[src/rtl/cfg_bus_pkg.sv]
package cfg_bus_pkg;
  localparam int DATA_W    = 26;
  localparam int ADDR_W    = 8;
  localparam int DEST_W    = 8;
  localparam int MEM_DEPTH = 12;
  localparam int MEM_AW    = $clog2(MEM_DEPTH);
  localparam int FIELD_W   = DEST_W - 2;

  typedef enum logic [1:0] {
    DM_UNI   = 2'b00,
    DM_MULTI = 2'b01,
    DM_ALL_A = 2'b10,
    DM_ALL_B = 2'b11
  } dest_mode_e;

  typedef struct packed {
    logic              vld;
    logic [ADDR_W-1:0] addr;
    logic [DATA_W-1:0] data;
  } cfg_word_t;
endpackage

[src/rtl/cfg_master_if.sv]
module cfg_master_if
  import cfg_bus_pkg::*;
(
  input  logic              clk_i,
  input  logic              rst_ni,
  input  logic              init_i,
  input  logic [ADDR_W-1:0] base_i,
  input  logic              tx_en_i,
  input  logic              data_en_i,
  input  logic [DATA_W-1:0] data_i,
  output cfg_word_t         word_o,
  output logic              err_o
);
  localparam logic [ADDR_W-1:0] LAST_A = ADDR_W'(MEM_DEPTH - 1);

  logic              open_q;
  logic [ADDR_W-1:0] addr_q;
  cfg_word_t         word_q;
  logic              err_q;
  logic              accept;

  assign accept = open_q && tx_en_i && data_en_i && !init_i;

  always_ff @(posedge clk_i or negedge rst_ni) begin
    if (!rst_ni) begin
      open_q <= 1'b0;
      addr_q <= '0;
      word_q <= '0;
      err_q  <= 1'b0;
    end else if (init_i) begin
      open_q     <= 1'b1;
      addr_q     <= base_i;
      err_q      <= 1'b0;
      word_q.vld <= 1'b0;
    end else begin
      open_q      <= open_q && tx_en_i;
      word_q.vld  <= 1'b0;
      word_q.addr <= addr_q;
      word_q.data <= data_i;
      if (accept) begin
        if (addr_q <= LAST_A) word_q.vld <= 1'b1;
        else                  err_q      <= 1'b1;
        // saturate so a long overrun never wraps back into range
        if (addr_q != '1) addr_q <= addr_q + 1'b1;
      end
    end
  end

  assign word_o = word_q;
  assign err_o  = err_q;
endmodule

[src/rtl/cfg_selector.sv]
module cfg_selector
  import cfg_bus_pkg::*;
#(
  parameter int N_SLAVES = 4
) (
  input  logic                clk_i,
  input  logic                rst_ni,
  input  logic                init_i,
  input  logic [DEST_W-1:0]   dest_i,
  input  cfg_word_t           word_i,
  output cfg_word_t           word_o,
  output logic [N_SLAVES-1:0] sel_o,
  output logic [N_SLAVES-1:0] mask_o
);
  logic [N_SLAVES-1:0] mask_d, mask_q, sel_q;
  cfg_word_t           word_q;
  dest_mode_e          mode;

  assign mode = dest_mode_e'(dest_i[DEST_W-1 -: 2]);

  always_comb begin
    mask_d = '0;
    for (int k = 0; k < N_SLAVES; k++) begin
      unique case (mode)
        DM_UNI:   mask_d[k] = (dest_i[FIELD_W-1:0] == FIELD_W'(k));
        DM_MULTI: mask_d[k] = (k < FIELD_W) ? dest_i[k % FIELD_W] : 1'b0;
        default:  mask_d[k] = 1'b1;
      endcase
    end
  end

  // mask_q updates on the start edge; the word captured on that edge still sees the old mask
  always_ff @(posedge clk_i or negedge rst_ni) begin
    if (!rst_ni) begin
      mask_q <= '0;
      sel_q  <= '0;
      word_q <= '0;
    end else begin
      if (init_i) mask_q <= mask_d;
      sel_q  <= mask_q;
      word_q <= word_i;
    end
  end

  assign word_o = word_q;
  assign sel_o  = sel_q;
  assign mask_o = mask_q;
endmodule

[src/rtl/cfg_bus_pipe.sv]
module cfg_bus_pipe
  import cfg_bus_pkg::*;
#(
  parameter int N_SLAVES = 4,
  parameter int STAGES   = 1
) (
  input  logic                clk_i,
  input  logic                rst_ni,
  input  cfg_word_t           word_i,
  input  logic [N_SLAVES-1:0] sel_i,
  output cfg_word_t           word_o,
  output logic [N_SLAVES-1:0] sel_o
);
  if (STAGES == 0) begin : gen_wire
    assign word_o = word_i;
    assign sel_o  = sel_i;
  end else begin : gen_regs
    cfg_word_t           word_q [STAGES];
    logic [N_SLAVES-1:0] sel_q  [STAGES];
    for (genvar s = 0; s < STAGES; s++) begin : gen_stage
      always_ff @(posedge clk_i or negedge rst_ni) begin
        if (!rst_ni) begin
          word_q[s] <= '0;
          sel_q[s]  <= '0;
        end else if (s == 0) begin
          word_q[s] <= word_i;
          sel_q[s]  <= sel_i;
        end else begin
          word_q[s] <= word_q[(s == 0) ? 0 : s-1];
          sel_q[s]  <= sel_q[(s == 0) ? 0 : s-1];
        end
      end
    end
    assign word_o = word_q[STAGES-1];
    assign sel_o  = sel_q[STAGES-1];
  end
endmodule

[src/rtl/cfg_slave_if.sv]
module cfg_slave_if
  import cfg_bus_pkg::*;
(
  input  logic              clk_i,
  input  logic              rst_ni,
  input  cfg_word_t         word_i,
  input  logic              sel_i,
  input  logic [MEM_AW-1:0] rd_addr_i,
  output logic [DATA_W-1:0] rd_data_o,
  output logic              wr_en_o
);
  cfg_word_t         cap_q;
  logic              cap_sel_q;
  logic              wr_q;
  logic [MEM_AW-1:0] wr_addr_q;
  logic [DATA_W-1:0] wr_data_q;
  logic [DATA_W-1:0] mem_q [MEM_DEPTH];

  always_ff @(posedge clk_i or negedge rst_ni) begin
    if (!rst_ni) begin
      cap_q     <= '0;
      cap_sel_q <= 1'b0;
      wr_q      <= 1'b0;
      wr_addr_q <= '0;
      wr_data_q <= '0;
    end else begin
      cap_q     <= word_i;
      cap_sel_q <= sel_i;
      wr_q      <= cap_q.vld && cap_sel_q;
      wr_addr_q <= cap_q.addr[MEM_AW-1:0];
      wr_data_q <= cap_q.data;
    end
  end

  always_ff @(posedge clk_i or negedge rst_ni) begin
    if (!rst_ni) begin
      for (int i = 0; i < MEM_DEPTH; i++) mem_q[i] <= '0;
    end else if (wr_q) begin
      mem_q[wr_addr_q] <= wr_data_q;
    end
  end

  assign rd_data_o = (32'(rd_addr_i) < MEM_DEPTH) ? mem_q[rd_addr_i] : '0;
  assign wr_en_o   = wr_q;
endmodule

[src/rtl/cfg_bus.sv]
module cfg_bus
  import cfg_bus_pkg::*;
#(
  parameter int N_SLAVES    = 4,
  parameter int PIPE_STAGES = 1
) (
  input  logic                       clk_i,
  input  logic                       rst_ni,
  input  logic                       xfer_init_i,
  input  logic                       xfer_en_i,
  input  logic                       data_en_i,
  input  logic [DEST_W-1:0]          dest_i,
  input  logic [ADDR_W-1:0]          base_addr_i,
  input  logic [DATA_W-1:0]          data_i,
  input  logic [N_SLAVES*MEM_AW-1:0] rd_addr_i,
  output logic [N_SLAVES*DATA_W-1:0] rd_data_o,
  output logic                       err_o
);
  cfg_word_t           m_word, s_word, b_word;
  logic [N_SLAVES-1:0] s_sel, b_sel, sel_mask, wr_en;
  logic                m_vld;
  logic [ADDR_W-1:0]   m_addr;

  assign m_vld  = m_word.vld;
  assign m_addr = m_word.addr;

  cfg_master_if u_master (
    .clk_i     (clk_i),
    .rst_ni    (rst_ni),
    .init_i    (xfer_init_i),
    .base_i    (base_addr_i),
    .tx_en_i   (xfer_en_i),
    .data_en_i (data_en_i),
    .data_i    (data_i),
    .word_o    (m_word),
    .err_o     (err_o)
  );

  cfg_selector #(.N_SLAVES(N_SLAVES)) u_sel (
    .clk_i  (clk_i),
    .rst_ni (rst_ni),
    .init_i (xfer_init_i),
    .dest_i (dest_i),
    .word_i (m_word),
    .word_o (s_word),
    .sel_o  (s_sel),
    .mask_o (sel_mask)
  );

  cfg_bus_pipe #(.N_SLAVES(N_SLAVES), .STAGES(PIPE_STAGES)) u_pipe (
    .clk_i  (clk_i),
    .rst_ni (rst_ni),
    .word_i (s_word),
    .sel_i  (s_sel),
    .word_o (b_word),
    .sel_o  (b_sel)
  );

  for (genvar k = 0; k < N_SLAVES; k++) begin : gen_slave
    cfg_slave_if u_slave (
      .clk_i     (clk_i),
      .rst_ni    (rst_ni),
      .word_i    (b_word),
      .sel_i     (b_sel[k]),
      .rd_addr_i (rd_addr_i[k*MEM_AW +: MEM_AW]),
      .rd_data_o (rd_data_o[k*DATA_W +: DATA_W]),
      .wr_en_o   (wr_en[k])
    );
  end
endmodule

[config.mk]
export PLATFORM = sky130hd
export DESIGN_NAME = cfg_bus
export DESIGN_NICKNAME = d
export VERILOG_FILES = /design/src/rtl/cfg_bus_pkg.sv /design/src/rtl/cfg_master_if.sv /design/src/rtl/cfg_selector.sv /design/src/rtl/cfg_bus_pipe.sv /design/src/rtl/cfg_slave_if.sv /design/src/rtl/cfg_bus.sv
export SDC_FILE = /design/constraint.sdc
export NUM_CORES = 2
export LEC_CHECK = 0
export CAP_MARGIN = 30
export CORE_UTILIZATION = 40
export CTS_BUF_LIST = sky130_fd_sc_hd__clkbuf_4 sky130_fd_sc_hd__clkbuf_8
export DETAILED_ROUTE_END_ITERATION = 8
export GPL_ROUTABILITY_DRIVEN = 0
export SYNTH_ARGS = -nofsm -noshare
export SYNTH_HDL_FRONTEND = slang
export SYNTH_HIERARCHICAL = 1
export SYNTH_SLANG_ARGS = --single-unit
[constraint.sdc]
create_clock -name clk_i -period 2.19 [get_ports clk_i]
set_input_delay 0.3285 -clock clk_i [delete_from_list [all_inputs] [get_ports clk_i]]
set_output_delay 0.3285 -clock clk_i [all_outputs]
set_load 0.02 [all_outputs]
======== Word-level counts from Yosys, hierarchy flattened ========
Cells that the tools add are included.
storage, ports and cells
  bits in registers ....................... 1432
  bits of input ports ..................... 63
  output and inout port bits .............. 105
  logic and storage cells ................. 150
operators by class
  $add $sub $neg .......................... 1
  magnitude comparators ................... 11
  equal/unequal tests ..................... 6
  muxes and demuxes ....................... 36
  bitwise operators ....................... 5
  reductions and logical operators ........ 15
operators with widths
  cell                   count
  $bwmux W312            4
  $bmux W26 S4           4
  $mux W26               13
  $demux W26 S4          1
  $ge A5 B5 Y1 const B   5
  $not A4 Y5             5
  $mux W8                3
  $lt A4 B4 Y1 const B   4
  $eq A6 B2 Y1 const B   2
  $add A8 B1 Y8 const B  1
  $le A8 B4 Y1 const B   1
  $logic_and A1 B1 Y1    8
  $ne A8 B8 Y1 const B   1
  $pmux W1 S2            4
  $mux W1                7
  $eq A6 B1 Y1 const B   1
  $logic_not A6 Y1       1
  $lt A5 B1 Y1 const B   1
  $reduce_and A2 Y1      2
  $reduce_bool A2 Y1     2
  $eq A2 B1 Y1 const B   1
  $logic_not A2 Y1       1
  $ne A2 B2 Y1 const B   1
  $logic_not A1 Y1       1

======== Longest topological paths before layout ========
  word-level depth ........................ 6
  depth in mapped cells ................... 6
  mapped depth without buffers ............ 5

======== Cells and area by module ========
The synthesis kept the hierarchy.
modules (own cells, without submodules)
  module                                    instances  cells an instance  area each (um2)  sequential area each (um2)
  cfg_slave_if at gen_slave[0].u_slave ...  3          946                15673.8          9384.0
  cfg_slave_if at gen_slave[3].u_slave      1          945                15738.8          9384.0
  cfg_master_if                             1          137                1888.1           1126.1
  cfg_selector                              1          63                 1189.9           1076.0
  cfg_bus_pipe                              1          39                 975.9            975.9

======== Worst setup path after synthesis ========
OpenSTA, ideal clock, no wires.
  path kind ............................... input -> output
  start ................................... input port rd_addr_i[13]
  end ..................................... output port rd_data_o[100]
  arrival ................................. 1763 ps
  required time ........................... 1862 ps
  path slack .............................. 99 ps
  stages on the path ...................... 6
  buffers on the path ..................... 3
  path through ............................ buf_2 > buf_2 > buf_1 > mux4_2 > inv_1 > o21ai_0
between the ends
  word-level cells in the longest chain between the ends .. 5
ends and longest elaborated chain
  element                                       RTL line            source
  start, declared                               cfg_bus.sv:15       input logic [N_SLAVES*MEM_AW-1:0] rd_addr_i,
  $not A4 Y5 (implied by the code)              cfg_slave_if.sv:43  assign rd_data_o = (32'(rd_addr_i) < MEM_DEPTH) ? mem_q[rd_addr_i] : '0;
  $bmux W26 S4                                  cfg_slave_if.sv:43
  $mux W26 (implied by the code) (2 in series)  cfg_slave_if.sv:43
  $mux W26 *                                    cfg_slave_if.sv:43
  end, declared                                 cfg_bus.sv:16       output logic [N_SLAVES*DATA_W-1:0] rd_data_o,
Mark *: on every way between the ends. The rest lies on a longest branch, timed or not. The select of a mux whose other input is x is not followed.

======== Final worst setup path ========
  start ................................... register gen_slave[1].u_slave/mem_q[73] (netlist bit)
  end ..................................... output port rd_data_o[47]
between the ends
  word-level cells in the longest chain between the ends .. 4
ends and longest elaborated chain
  element                                       RTL line            source
  start, declared                               cfg_slave_if.sv:17  logic [DATA_W-1:0] mem_q [MEM_DEPTH];
  start signal, assigned by index               cfg_slave_if.sv:39  mem_q[wr_addr_q] <= wr_data_q;
  $bmux W26 S4                                  cfg_slave_if.sv:43
  $mux W26 (implied by the code) (2 in series)  cfg_slave_if.sv:43
  $mux W26                                      cfg_slave_if.sv:43
No other way between the ends. The select of a mux whose other input is x is not followed.

==> impl_metrics.tcl <==
set metrics [dict create \
    status "finished, violations left" \
    violations "DRC, setup timing" \
    core_sq_um 165000 \
    die_h_um 410 \
    ys_warn_count 6 \
    antenna_found_initial 21 \
    crit_required_ps 1860 \
    syn_to_final_growth_pct 21.1 \
    finalSetupTns_ps -43020 \
    syn_area_sq_um 66500 \
    ctsLongestPathBuffers 4 \
    die_x_um 410 \
    grt_pass1_wl_mm 255 \
    vdd_drop_max_mv 0.579 \
    clk_pin_slew_ps 70 \
    maxSlewViolCount 0 \
    start_util 0.403 \
    wl_per_cell_um 24.0 \
    fmax_mhz 365 \
    drt-vias-per-instance 5.30 \
    setup.worst_path.start_class "register" \
    crit_path_end_kind "primary output" \
    num_vias 36433 \
    finalHoldViolations 0 \
    io_buffers 167 \
    grt_use_met2 0.318 \
    grt_max_degree 100 \
    whs_ps 80.3 \
    maxCapViolations 0 \
    cts_root_buf "clkbuf_8" \
    cts_num_sinks 1615 \
    slew_headroom 0.427 \
    rsz0062_at_grt "yes" \
    power_mw 65.0 \
    htreeDepth 5 \
    avgSynthCellArea_sq_um 16.6 \
    ant_nets 0 \
    grt.busiest_layer "met2" \
    setup_slack_ps -553 \
    clkLatencyLatePin_ps 980 \
    clock_skew_ps 47.7 \
    path_class "reg -> out" \
    first_pass_iters 7 \
    drt_iter0_markers 1850 \
    worst_pin_slew_ps 860 \
    synthCells 4006 \
    path_max_fanout 2 \
    setup-violations-final 104 \
    num_rows 149 \
    overflow 0 \
    final_util 0.488 \
    hold_path.class "in -> reg" \
    grt_util_all_layers 0.202 \
    wirelength_mm 165 \
    grt_use_met3 0.0297 \
    cts_tree "done" \
    power_density_nw_per_um2 808 \
    grt_use_met1 0.287 \
    drive_above_1_share 0.578 \
    layout.cells.non_filler 6878 \
    final.fill_count 14042 \
    ioPinCount 168 \
    min_period_over_period 1.25 \
    dieArea_sq_um 168000 \
    grt_pass1_vias 39632 \
    cts_buffers 295 \
    drc 48 \
    final_nets 4561 \
    dp_hpwl_mm 97.3 \
    arrival_ps 2410 \
    dp.cells 6331 \
    finalCriticalPeriod_ps 2740 \
    p_leak_nw 37.9 \
    synth_nets 4070 \
]
[per-stage QoR]
step	setup WS (ps)	cell area [sq um]
6_report	-553	80500
3_3_place_gp	-664	73200
5_1_grt	-666	80500
4_1_cts	-649	80300
2_1_floorplan	98.5	66500
3_5_place_dp	-630	73200
[routing by layer]
layer  wire, um  share of wire
met1      76800           0.47
met2      78500           0.48
met3       5430          0.033
met4       4180          0.025
met5         10       0.000061
[report_power, final]
group | total (mW) | switching, mW | internal [mW]
sequential | 32.7 | 1.52 | 31.2
clock | 28.7 | 12.0 | 16.7
combinational | 3.69 | 1.87 | 1.82
total | 65.0 | 15.4 | 49.6
[state kept, by name (all words and copies together) (netlist names), 4 cells and up]
register,cells
gen_slave.u_slave/wr_data_q,104
u_master/addr_q,8
u_pipe/sel_o,4
u_sel/mask_o,4
gen_slave.u_slave/wr_en_o,4
gen_slave.u_slave/wr_addr_q,16
u_master/word_o,31
u_sel/sel_o,4
gen_slave.u_slave/mem_q,1248
u_pipe/word_o,31
gen_slave.u_slave/cap_sel_q,4
u_sel/word_o,31
gen_slave.u_slave/cap_q,124
[worst paths after layout]
path,from,endpoint,slack (ps),depth (start not counted)
min in group asynchronous,rst_ni,gen_slave[2].u_slave/mem_q[220],150,3
max in group asynchronous,rst_ni,gen_slave[3].u_slave/wr_data_q[17],1430,4
max reg2reg,gen_slave[3].u_slave/wr_addr_q[3],gen_slave[3].u_slave/mem_q[274],270,5
min,data_i[20],u_master/word_o[20],80,2
max,gen_slave[1].u_slave/mem_q[73],rd_data_o[47],-550,5
min reg2reg,gen_slave[2].u_slave/cap_q[18],gen_slave[2].u_slave/wr_data_q[18],320,0
[cell usage in the layout (no fill, tap or decap), drive strengths merged]
master / instances
nor3: 16
ha: 1
nand4: 4
a31oi: 4
xor2: 4
or4: 1
nor3b: 9
diode: 10
clkinvlp: 3
inv: 105
nand2b: 11
nand3b: 13
mux4: 312
bufinv: 2
dfrtp: 1615
clkdlybuf4s50: 48
o21ai: 113
dlygate4sd3: 45
dlygate4sd2: 1
nand4b: 3
a22oi: 104
or3: 1
clkinv: 19
nor2b: 8
mux2: 1280
buf: 423
nand2: 22
a21o: 1
nor4: 5
nand3: 9
o211ai: 2
a21oi: 1
nor2: 28
mux2i: 3
and3: 3
nor4b: 2
clkbuf: 454
and2: 4
[layout make-up]
class	count	area, sq um	share of cell area
Multi-Input combinational cell	1964	25000	0.311
Timing Repair Buffer	517	6020	0.0748
Clock buffer	454	5710	0.0709
Sequential cell	1615	40400	0.502
Antenna cell	10	25.0	0.000311
Clock inverter	25	186	0.00232
Tap cell	2189	2740	0.0340
Inverter	104	390	0.00485
[critical path: stages, from the launching register on]
cell and delay, ps:
dfrtp_1 380, mux4_2 470, a22oi_2 200, o21ai_1 100
buf_4 170, buf_6 130
[timing repair]
item | 4_1_cts | 5_1_grt
setup buffers | 18 | 3
resized for setup | 874 | 36
endpoints found under the setup margin | 105 | 104
pin swaps | 101 | 5
hold endpoints to repair | 1650 | 0
hold buffers | 46 | 0
Note: power is estimated with default switching activity, not from simulation.
